--- src/rtl/i2cm_pkg.sv ---
package i2cm_pkg;
  localparam logic [2:0] REG_CFG  = 3'd0;
  localparam logic [2:0] REG_CTRL = 3'd1;
  localparam logic [2:0] REG_TXD  = 3'd2;
  localparam logic [2:0] REG_RXD  = 3'd3;
  localparam logic [2:0] REG_IRQ  = 3'd4;

  localparam int CTL_START  = 0;
  localparam int CTL_WR     = 1;
  localparam int CTL_RD     = 2;
  localparam int CTL_ACK    = 3;
  localparam int CTL_STOP   = 4;
  localparam int CTL_BUSY   = 5;
  localparam int CTL_ERR    = 6;
  localparam int CTL_CH_LSB = 8;
  localparam int CFG_PRE_LSB = 8;

  typedef struct packed {
    logic       start;
    logic       rd;
    logic       ack_en;
    logic       stop;
    logic [7:0] txd;
  } cmd_t;

  typedef enum logic [1:0] {PH_IDLE, PH_START, PH_BIT, PH_STOP} phase_e;
endpackage

--- src/rtl/i2cm_tick.sv ---
module i2cm_tick #(
  parameter int PW = 8
) (
  input  logic          clk_i,
  input  logic          rst_ni,
  input  logic          run_i,
  input  logic [PW-1:0] pre_i,
  output logic          tick_o
);
  logic [PW-1:0] cnt_q;

  assign tick_o = run_i && (cnt_q == pre_i);

  always_ff @(posedge clk_i or negedge rst_ni) begin
    if (!rst_ni)      cnt_q <= '0;
    else if (!run_i)  cnt_q <= '0;
    else if (tick_o)  cnt_q <= '0;
    else              cnt_q <= cnt_q + 1'b1;
  end
endmodule

--- src/rtl/i2cm_engine.sv ---
module i2cm_engine
  import i2cm_pkg::*;
(
  input  logic       clk_i,
  input  logic       rst_ni,
  input  logic       abort_i,
  input  logic       launch_i,
  input  cmd_t       cmd_i,
  input  logic       tick_i,
  input  logic       sda_in_i,
  output logic       busy_o,
  output logic       done_o,
  output logic       nack_o,
  output logic [7:0] rx_o,
  output logic       scl_lo_o,
  output logic       sda_lo_o
);
  phase_e     phase_q;
  logic [1:0] q_q;
  logic [3:0] bidx_q;
  logic [7:0] sh_q;
  logic       samp_q, held_q, nack_q;
  cmd_t       cmd_q;

  logic last_q, byte_end;
  assign last_q   = tick_i && (q_q == 2'd3);
  assign byte_end = last_q && (phase_q == PH_BIT) && (bidx_q == 4'd8);

  assign busy_o = (phase_q != PH_IDLE);
  assign done_o = (byte_end && !cmd_q.stop) || (last_q && phase_q == PH_STOP);
  assign nack_o = nack_q;
  assign rx_o   = sh_q;

  always_ff @(posedge clk_i or negedge rst_ni) begin
    if (!rst_ni) begin
      phase_q <= PH_IDLE;
      q_q     <= '0;
      bidx_q  <= '0;
      sh_q    <= '0;
      samp_q  <= 1'b1;
      held_q  <= 1'b0;
      nack_q  <= 1'b0;
      cmd_q   <= '0;
    end else if (abort_i) begin
      phase_q <= PH_IDLE;
      held_q  <= 1'b0;
      q_q     <= '0;
    end else if (launch_i) begin
      cmd_q   <= cmd_i;
      sh_q    <= cmd_i.txd;
      q_q     <= '0;
      bidx_q  <= '0;
      nack_q  <= 1'b0;
      phase_q <= cmd_i.start ? PH_START : PH_BIT;
    end else if (tick_i) begin
      q_q <= q_q + 1'b1;
      unique case (phase_q)
        PH_START: if (q_q == 2'd3) phase_q <= PH_BIT;
        PH_BIT: begin
          if (q_q == 2'd2) samp_q <= sda_in_i;
          if (q_q == 2'd3) begin
            if (bidx_q == 4'd8) begin
              nack_q <= samp_q & ~cmd_q.rd;
              bidx_q <= '0;
              if (cmd_q.stop) phase_q <= PH_STOP;
              else begin
                phase_q <= PH_IDLE;
                held_q  <= 1'b1;
              end
            end else begin
              sh_q   <= {sh_q[6:0], samp_q};
              bidx_q <= bidx_q + 1'b1;
            end
          end
        end
        PH_STOP: if (q_q == 2'd3) begin
          phase_q <= PH_IDLE;
          held_q  <= 1'b0;
        end
        default: ;
      endcase
    end
  end

  // quarter 0 and 3 keep SCL low so SDA only moves with the clock low
  always_comb begin
    scl_lo_o = 1'b0;
    sda_lo_o = 1'b0;
    unique case (phase_q)
      PH_IDLE: scl_lo_o = held_q;
      PH_START: begin
        scl_lo_o = (q_q == 2'd0) || (q_q == 2'd3);
        sda_lo_o = q_q[1];
      end
      PH_BIT: begin
        scl_lo_o = (q_q == 2'd0) || (q_q == 2'd3);
        if (bidx_q == 4'd8) sda_lo_o = cmd_q.rd & cmd_q.ack_en;
        else                sda_lo_o = ~cmd_q.rd & ~sh_q[7];
      end
      PH_STOP: begin
        scl_lo_o = (q_q == 2'd0);
        sda_lo_o = ~q_q[1];
      end
      default: ;
    endcase
  end
endmodule

--- src/rtl/i2cm_chan_mux.sv ---
module i2cm_chan_mux #(
  parameter int NCH = 4,
  localparam int CW = (NCH > 1) ? $clog2(NCH) : 1
) (
  input  logic           clk_i,
  input  logic           rst_ni,
  input  logic [CW-1:0]  sel_i,
  input  logic           scl_lo_i,
  input  logic           sda_lo_i,
  input  logic [NCH-1:0] sda_i,
  output logic [NCH-1:0] scl_oe_o,
  output logic [NCH-1:0] sda_oe_o,
  output logic           sda_sel_o
);
  logic [NCH-1:0] sync1_q, sync2_q;

  always_ff @(posedge clk_i or negedge rst_ni) begin
    if (!rst_ni) begin
      sync1_q <= '1;
      sync2_q <= '1;
    end else begin
      sync1_q <= sda_i;
      sync2_q <= sync1_q;
    end
  end

  for (genvar i = 0; i < NCH; i++) begin : g_ch
    logic hit;
    assign hit         = (sel_i == CW'(i));
    assign scl_oe_o[i] = hit & scl_lo_i;
    assign sda_oe_o[i] = hit & sda_lo_i;
  end

  always_comb begin
    sda_sel_o = 1'b1;
    for (int i = 0; i < NCH; i++)
      if (sel_i == CW'(i)) sda_sel_o = sync2_q[i];
  end
endmodule

--- src/rtl/i2c_mux_master.sv ---
module i2c_mux_master
  import i2cm_pkg::*;
#(
  parameter int NCH = 4,
  parameter int PW  = 8,
  parameter int DW  = 32,
  localparam int CW = (NCH > 1) ? $clog2(NCH) : 1
) (
  input  logic           clk_i,
  input  logic           rst_ni,
  input  logic           we_i,
  input  logic [2:0]     addr_i,
  input  logic [DW-1:0]  wdata_i,
  output logic [DW-1:0]  rdata_o,
  output logic           irq_o,
  output logic [NCH-1:0] scl_oe_o,
  output logic [NCH-1:0] sda_oe_o,
  input  logic [NCH-1:0] sda_i
);
  logic          en_q, irq_q, rd_q;
  logic [PW-1:0] pre_q;
  logic [7:0]    txd_q, rxd_q;
  logic [CW-1:0] ch_q;

  logic wr_ctrl, abort, launch, tick;
  logic eng_busy, eng_done, eng_nack, scl_lo, sda_lo, sda_sel;
  logic [7:0] eng_rx;
  cmd_t cmd;

  assign wr_ctrl = we_i && (addr_i == REG_CTRL);
  assign abort   = (wr_ctrl && (wdata_i == '0)) ||
                   (we_i && addr_i == REG_CFG && !wdata_i[0]);
  assign launch  = wr_ctrl && (wdata_i[CTL_WR] || wdata_i[CTL_RD]) && en_q && !eng_busy;

  assign cmd.start  = wdata_i[CTL_START];
  assign cmd.rd     = wdata_i[CTL_RD];
  assign cmd.ack_en = wdata_i[CTL_ACK];
  assign cmd.stop   = wdata_i[CTL_STOP];
  assign cmd.txd    = txd_q;

  always_ff @(posedge clk_i or negedge rst_ni) begin
    if (!rst_ni) begin
      en_q  <= 1'b0;
      pre_q <= PW'(8);
      txd_q <= '0;
      rxd_q <= '0;
      ch_q  <= '0;
      rd_q  <= 1'b0;
      irq_q <= 1'b0;
    end else begin
      if (we_i && addr_i == REG_CFG) begin
        en_q  <= wdata_i[0];
        pre_q <= wdata_i[CFG_PRE_LSB +: PW];
      end
      if (we_i && addr_i == REG_TXD) txd_q <= wdata_i[7:0];
      if (launch) begin
        ch_q <= wdata_i[CTL_CH_LSB +: CW];
        rd_q <= wdata_i[CTL_RD];
      end
      if (eng_done && !abort) begin
        irq_q <= 1'b1;
        if (rd_q) rxd_q <= eng_rx;
      end else if (we_i && addr_i == REG_IRQ && wdata_i[0]) begin
        irq_q <= 1'b0;
      end
    end
  end

  assign irq_o = irq_q;

  always_comb begin
    rdata_o = '0;
    unique case (addr_i)
      REG_CFG: begin
        rdata_o[0] = en_q;
        rdata_o[CFG_PRE_LSB +: PW] = pre_q;
      end
      REG_CTRL: begin
        rdata_o[CTL_BUSY] = eng_busy;
        rdata_o[CTL_ERR]  = eng_nack;
        rdata_o[CTL_CH_LSB +: CW] = ch_q;
      end
      REG_TXD: rdata_o[7:0] = txd_q;
      REG_RXD: rdata_o[7:0] = rxd_q;
      REG_IRQ: rdata_o[0]   = irq_q;
      default: ;
    endcase
  end

  i2cm_tick #(.PW(PW)) u_tick (
    .clk_i (clk_i),
    .rst_ni(rst_ni),
    .run_i (eng_busy),
    .pre_i (pre_q),
    .tick_o(tick)
  );

  i2cm_engine u_engine (
    .clk_i   (clk_i),
    .rst_ni  (rst_ni),
    .abort_i (abort),
    .launch_i(launch),
    .cmd_i   (cmd),
    .tick_i  (tick),
    .sda_in_i(sda_sel),
    .busy_o  (eng_busy),
    .done_o  (eng_done),
    .nack_o  (eng_nack),
    .rx_o    (eng_rx),
    .scl_lo_o(scl_lo),
    .sda_lo_o(sda_lo)
  );

  i2cm_chan_mux #(.NCH(NCH)) u_mux (
    .clk_i    (clk_i),
    .rst_ni   (rst_ni),
    .sel_i    (ch_q),
    .scl_lo_i (scl_lo),
    .sda_lo_i (sda_lo),
    .sda_i    (sda_i),
    .scl_oe_o (scl_oe_o),
    .sda_oe_o (sda_oe_o),
    .sda_sel_o(sda_sel)
  );
endmodule

--- config.mk ---
export PLATFORM = sky130hd
export DESIGN_NAME = i2c_mux_master
export DESIGN_NICKNAME = d
export VERILOG_FILES = /design/src/rtl/i2cm_pkg.sv /design/src/rtl/i2cm_tick.sv /design/src/rtl/i2cm_engine.sv /design/src/rtl/i2cm_chan_mux.sv /design/src/rtl/i2c_mux_master.sv
export SDC_FILE = /design/constraint.sdc
export NUM_CORES = 1
export LEC_CHECK = 0
export BUFFER_PORTS_ARGS = -buffer_cell sky130_fd_sc_hd__buf_2
export CAP_MARGIN = 10
export CORE_ASPECT_RATIO = 0.7
export CORE_MARGIN = 2
export CORE_UTILIZATION = 30
export CTS_BUF_LIST = sky130_fd_sc_hd__clkbuf_8 sky130_fd_sc_hd__clkbuf_16
export CTS_CLUSTER_SIZE = 16
export DETAILED_ROUTE_END_ITERATION = 12
export GPL_ROUTABILITY_DRIVEN = 0
export PLACE_DENSITY = 0.49
export SYNTH_ARGS = -nofsm -noshare
export SYNTH_HDL_FRONTEND = slang
export SYNTH_SLANG_ARGS = --single-unit
--- constraint.sdc ---
create_clock -name clk_i -period 2.25 [get_ports clk_i]
set_input_delay 0 -clock clk_i [delete_from_list [all_inputs] [get_ports clk_i]]
set_output_delay 0 -clock clk_i [all_outputs]
set_load 0.05 [all_outputs]
==> flow_metrics.env <==
export IMPL_synth_edf_count=0
export IMPL_synth_mux_area_frac=0.155
export IMPL_cts_sink_count=67
export IMPL_start_util=0.310
export IMPL_grt_overflow=0
export IMPL_critPathKind="register to register"
export IMPL_cts_tree="built"
export IMPL_htree_levels=3
export IMPL_startpoint_type="register"
export IMPL_grt_pass1_vias=2828
export IMPL_avgSynthCellArea_um2=10.6
export IMPL_die_w_um=136
export IMPL_synth_top_area_frac=0.389
export IMPL_yosys_most_used_dff="dfrtp_1"
export IMPL_cp_arrival_ns=2.41
export IMPL_maxSlewViolCount=0
export IMPL_multi_input_area_um2=1840
export IMPL_ys_seq_area_frac=0.461
export IMPL_synthAdderAreaFrac=0.0375
export IMPL_crit_fanout=8
export IMPL_synth_top_family_by_area="simple AND/OR/NAND/NOR gates"
export IMPL_path_clk_slew_ns=0.05
export IMPL_nNetsFinal=508
export IMPL_cts_buffers=9
export IMPL_power_leakage_nw=2.36
export IMPL_fin_area_um2=4840
export IMPL_power_density_nw_per_um2=927
export IMPL_synthesis_area_um2=3670
export IMPL_finalWirelength_um=9600
export IMPL_dp_slack_ns=-0.0287
export IMPL_antenna_cells=0
export IMPL_routed_via_density=4.65
export IMPL_dieArea_um2=13100
export IMPL_synthCells=346
export IMPL_regArea_um2=1690
export IMPL_place_hpwl_um=7210
export IMPL_ant_nets=0
export IMPL_placed_cell_area_um2=4270
export IMPL_min_path_type="input pin to register"
export IMPL_grt_busiest_layer="met2"
export IMPL_yosysWarnings=0
export IMPL_routedWlPerCell_um=15.6
export IMPL_synthSimpleGateAreaFrac=0.180
export IMPL_clock_fmax_mhz=456
export IMPL_synth_area_leaders="dfrtp_1 39%, dfstp_2 7.2%, mux2_2 6.1%"
export IMPL_grt_max_degree=50
export IMPL_grt_use_total=0.154
export IMPL_clk_latency_ns=0.33
export IMPL_setup_violations=0
export IMPL_drive_gt1_frac=0.374
export IMPL_cp_required_ns=2.47
export IMPL_worstSetupEndpointType="register"
export IMPL_ir_drop_v=0.000572
export IMPL_timing_final_ws_setup_ns=0.0562
export IMPL_use_met2=0.227
export IMPL_fp_coreArea_um2=11800
export IMPL_status="completed"
export IMPL_synth_compound_area_frac=0.0666
export IMPL_fp_dieH_um=96.5
export IMPL_drtPass1Iterations=4
export IMPL_cts_path_max_buffers=2
export IMPL_drt_iter0_markers=110
export IMPL_vias=2872
export IMPL_port_buffers=66
export IMPL_cts_root_buf="clkbuf_16"
export IMPL_antenna_found_initial=0
export IMPL_grt_pass1_wl_um=15100
export IMPL_grt_util_met3=0.0386
export IMPL_cap_violations=0
export IMPL_fillers=1218
export IMPL_hold_viol=0
export IMPL_layout_min_cycle_time_ns=2.19
export IMPL_row_count=33
export IMPL_pin_count=83
export IMPL_rsz0062_at_grt="true"
export IMPL_yosys_register_bits=67
export IMPL_synth_cell_types=54
export IMPL_syn2layout_area_growth_pct=32.0
export IMPL_fin_crit_sh=0.975
export IMPL_synth_async_reset_ratio=1.00
export IMPL_synth_xor_area_share=0.0358
export IMPL_drc=0
export IMPL_fin_worst_skew_ns=0.00744
export IMPL_met1_usage=0.226
export IMPL_yosysTopAreaCell="dfrtp_1"
==> final timing paths <==
| kind | startpoint | cells past startpoint | to | slack [ns] |
|---|---|---|---|---|
| max | u_engine.phase_q[0] | 6 | rxd_q[7] | 0.06 |
| min | wdata_i[1] | 2 | txd_q[1] | 0.01 |
| max reg2reg | u_engine.phase_q[0] | 6 | rxd_q[7] | 0.06 |
| min reg2reg | u_mux.sync1_q[3] | 0 | u_mux.sync2_q[3] | 0.35 |
| max in group asynchronous | rst_ni | 3 | u_mux.sync1_q[2] | 1.39 |
| min in group asynchronous | rst_ni | 2 | u_engine.bidx_q[3] | 0.18 |
==> cell usage in the layout (no fill, tap or decap), types with 2 or more instances in the layout <==
| cell type | instances |
|---|---|
| ha_1 | 10 |
| inv_1 | 11 |
| buf_2 | 62 |
| a211oi_1 | 2 |
| and3_1 | 2 |
| dfrtp_1 | 56 |
| dlygate4sd3_1 | 20 |
| nor2_1 | 36 |
| dfstp_2 | 10 |
| or3_2 | 2 |
| clkbuf_16 | 9 |
| mux2i_1 | 20 |
| nor3_2 | 3 |
| mux2_2 | 20 |
| clkinv_2 | 2 |
| a21oi_1 | 17 |
| buf_6 | 3 |
| nand2_1 | 23 |
| xor2_1 | 10 |
| nor3_1 | 7 |
| buf_12 | 2 |
| nand2b_1 | 7 |
| and2_1 | 7 |
| nand4_1 | 2 |
| o21ai_0 | 8 |
| xnor2_1 | 4 |
| nand3_1 | 8 |
| mux2_4 | 8 |
| conb_1 | 16 |
| nand2_2 | 2 |
| nor4_1 | 8 |
| buf_4 | 26 |
| a31o_2 | 2 |
==> per-stage QoR <==
stage	std cells	power, mW	hold WS [ns]	TNS, ns	util
6_report	617	4.49	0.0116	0	0.410
5_1_grt	617	4.74	0.0173	-0.0801	0.410
4_1_cts	614	4.50	0.0132	0	0.406
3_5_place_dp	578	3.05	-0.00319	-0.210	0.362
3_3_place_gp	578	3.04	0.00120	-0.250	0.362
2_1_floorplan	361	2.61	-0.296	0	-
==> flip-flops by register name, indices dropped and copies added, names as in the netlist, 2 cells and up <==
name,count
pre_q,8
rxd_q,8
txd_q,8
u_engine.rx_o,8
u_tick.cnt_q,8
u_engine.bidx_q,4
u_mux.sync1_q,4
u_mux.sync2_q,4
u_engine.cmd_q,3
ch_q,2
u_engine.phase_q,2
u_engine.q_q,2
==> synth_stat cells, drive strengths merged, types with 2 or more instances <==
cell type,n
nand3,8
xnor2,4
nor3,10
nor2,38
dfrtp,57
a211oi,2
inv,11
mux2,28
o21ai,9
and3,2
ha,11
buf,20
nand2b,8
a21oi,17
xor2,11
nand2,25
nor4,9
a31o,2
nand4,3
or3,3
and2,8
dfstp,10
mux2i,20
clkbuf,10
==> per-layer routing <==
layer	vias up	share of wire	routed length, um
met3	7	0.055	527
met4	0	0.0073	70
met5	-	0	0
met1	1404	0.51	4910
met2	74	0.43	4090
li1	1387	-	-
==> repair_timing <==
action / in CTS / in global routing
pin swaps: 2 / 5
buffers inserted: 0 / 4
setup endpoints to repair: 12 / 15
hold buffers: 20 / 0
resized for setup: 8 / 11
hold endpoints to repair: 41 / 0
==> power breakdown <==
part           switching [mW]  internal (mW)
clock                   0.535          0.855
sequential              0.253           1.48
combinational           0.804          0.563
total                    1.59           2.90
==> final cells by class <==
| class | count | area share |
|---|---|---|
| clock inverter | 7 | 0.0142 |
| tap | 157 | 0.0406 |
| inverter | 11 | 0.00853 |
| clock buffer | 9 | 0.0465 |
| timing repair buffer | 113 | 0.161 |
| multi-input combinational | 253 | 0.380 |
| sequential | 67 | 0.349 |
==> kinds of logic (layout without fill, tap and decap cells) <==
kind of cell / count (synthesis) / in the layout
AND/OR/NAND/NOR: 123 / 123
flip-flops: 67 / 67
multiplexers: 49 / 49
buffers and inverters: 41 / 140
AO/OA/AOI/OAI: 39 / 39
XOR/XNOR: 15 / 15
adder cells (fa/ha/maj): 11 / 11
other: 1 / 16
==> critical path: stages (launching register included) <==
cell	delay (ns)
dfrtp_1	0.34
inv_1	0.06
ha_2	0.20
nor4_4	0.34
nand4_2	0.17
or4b_4	0.63
mux2_4	0.33
(Power assumes the default switching activity.)
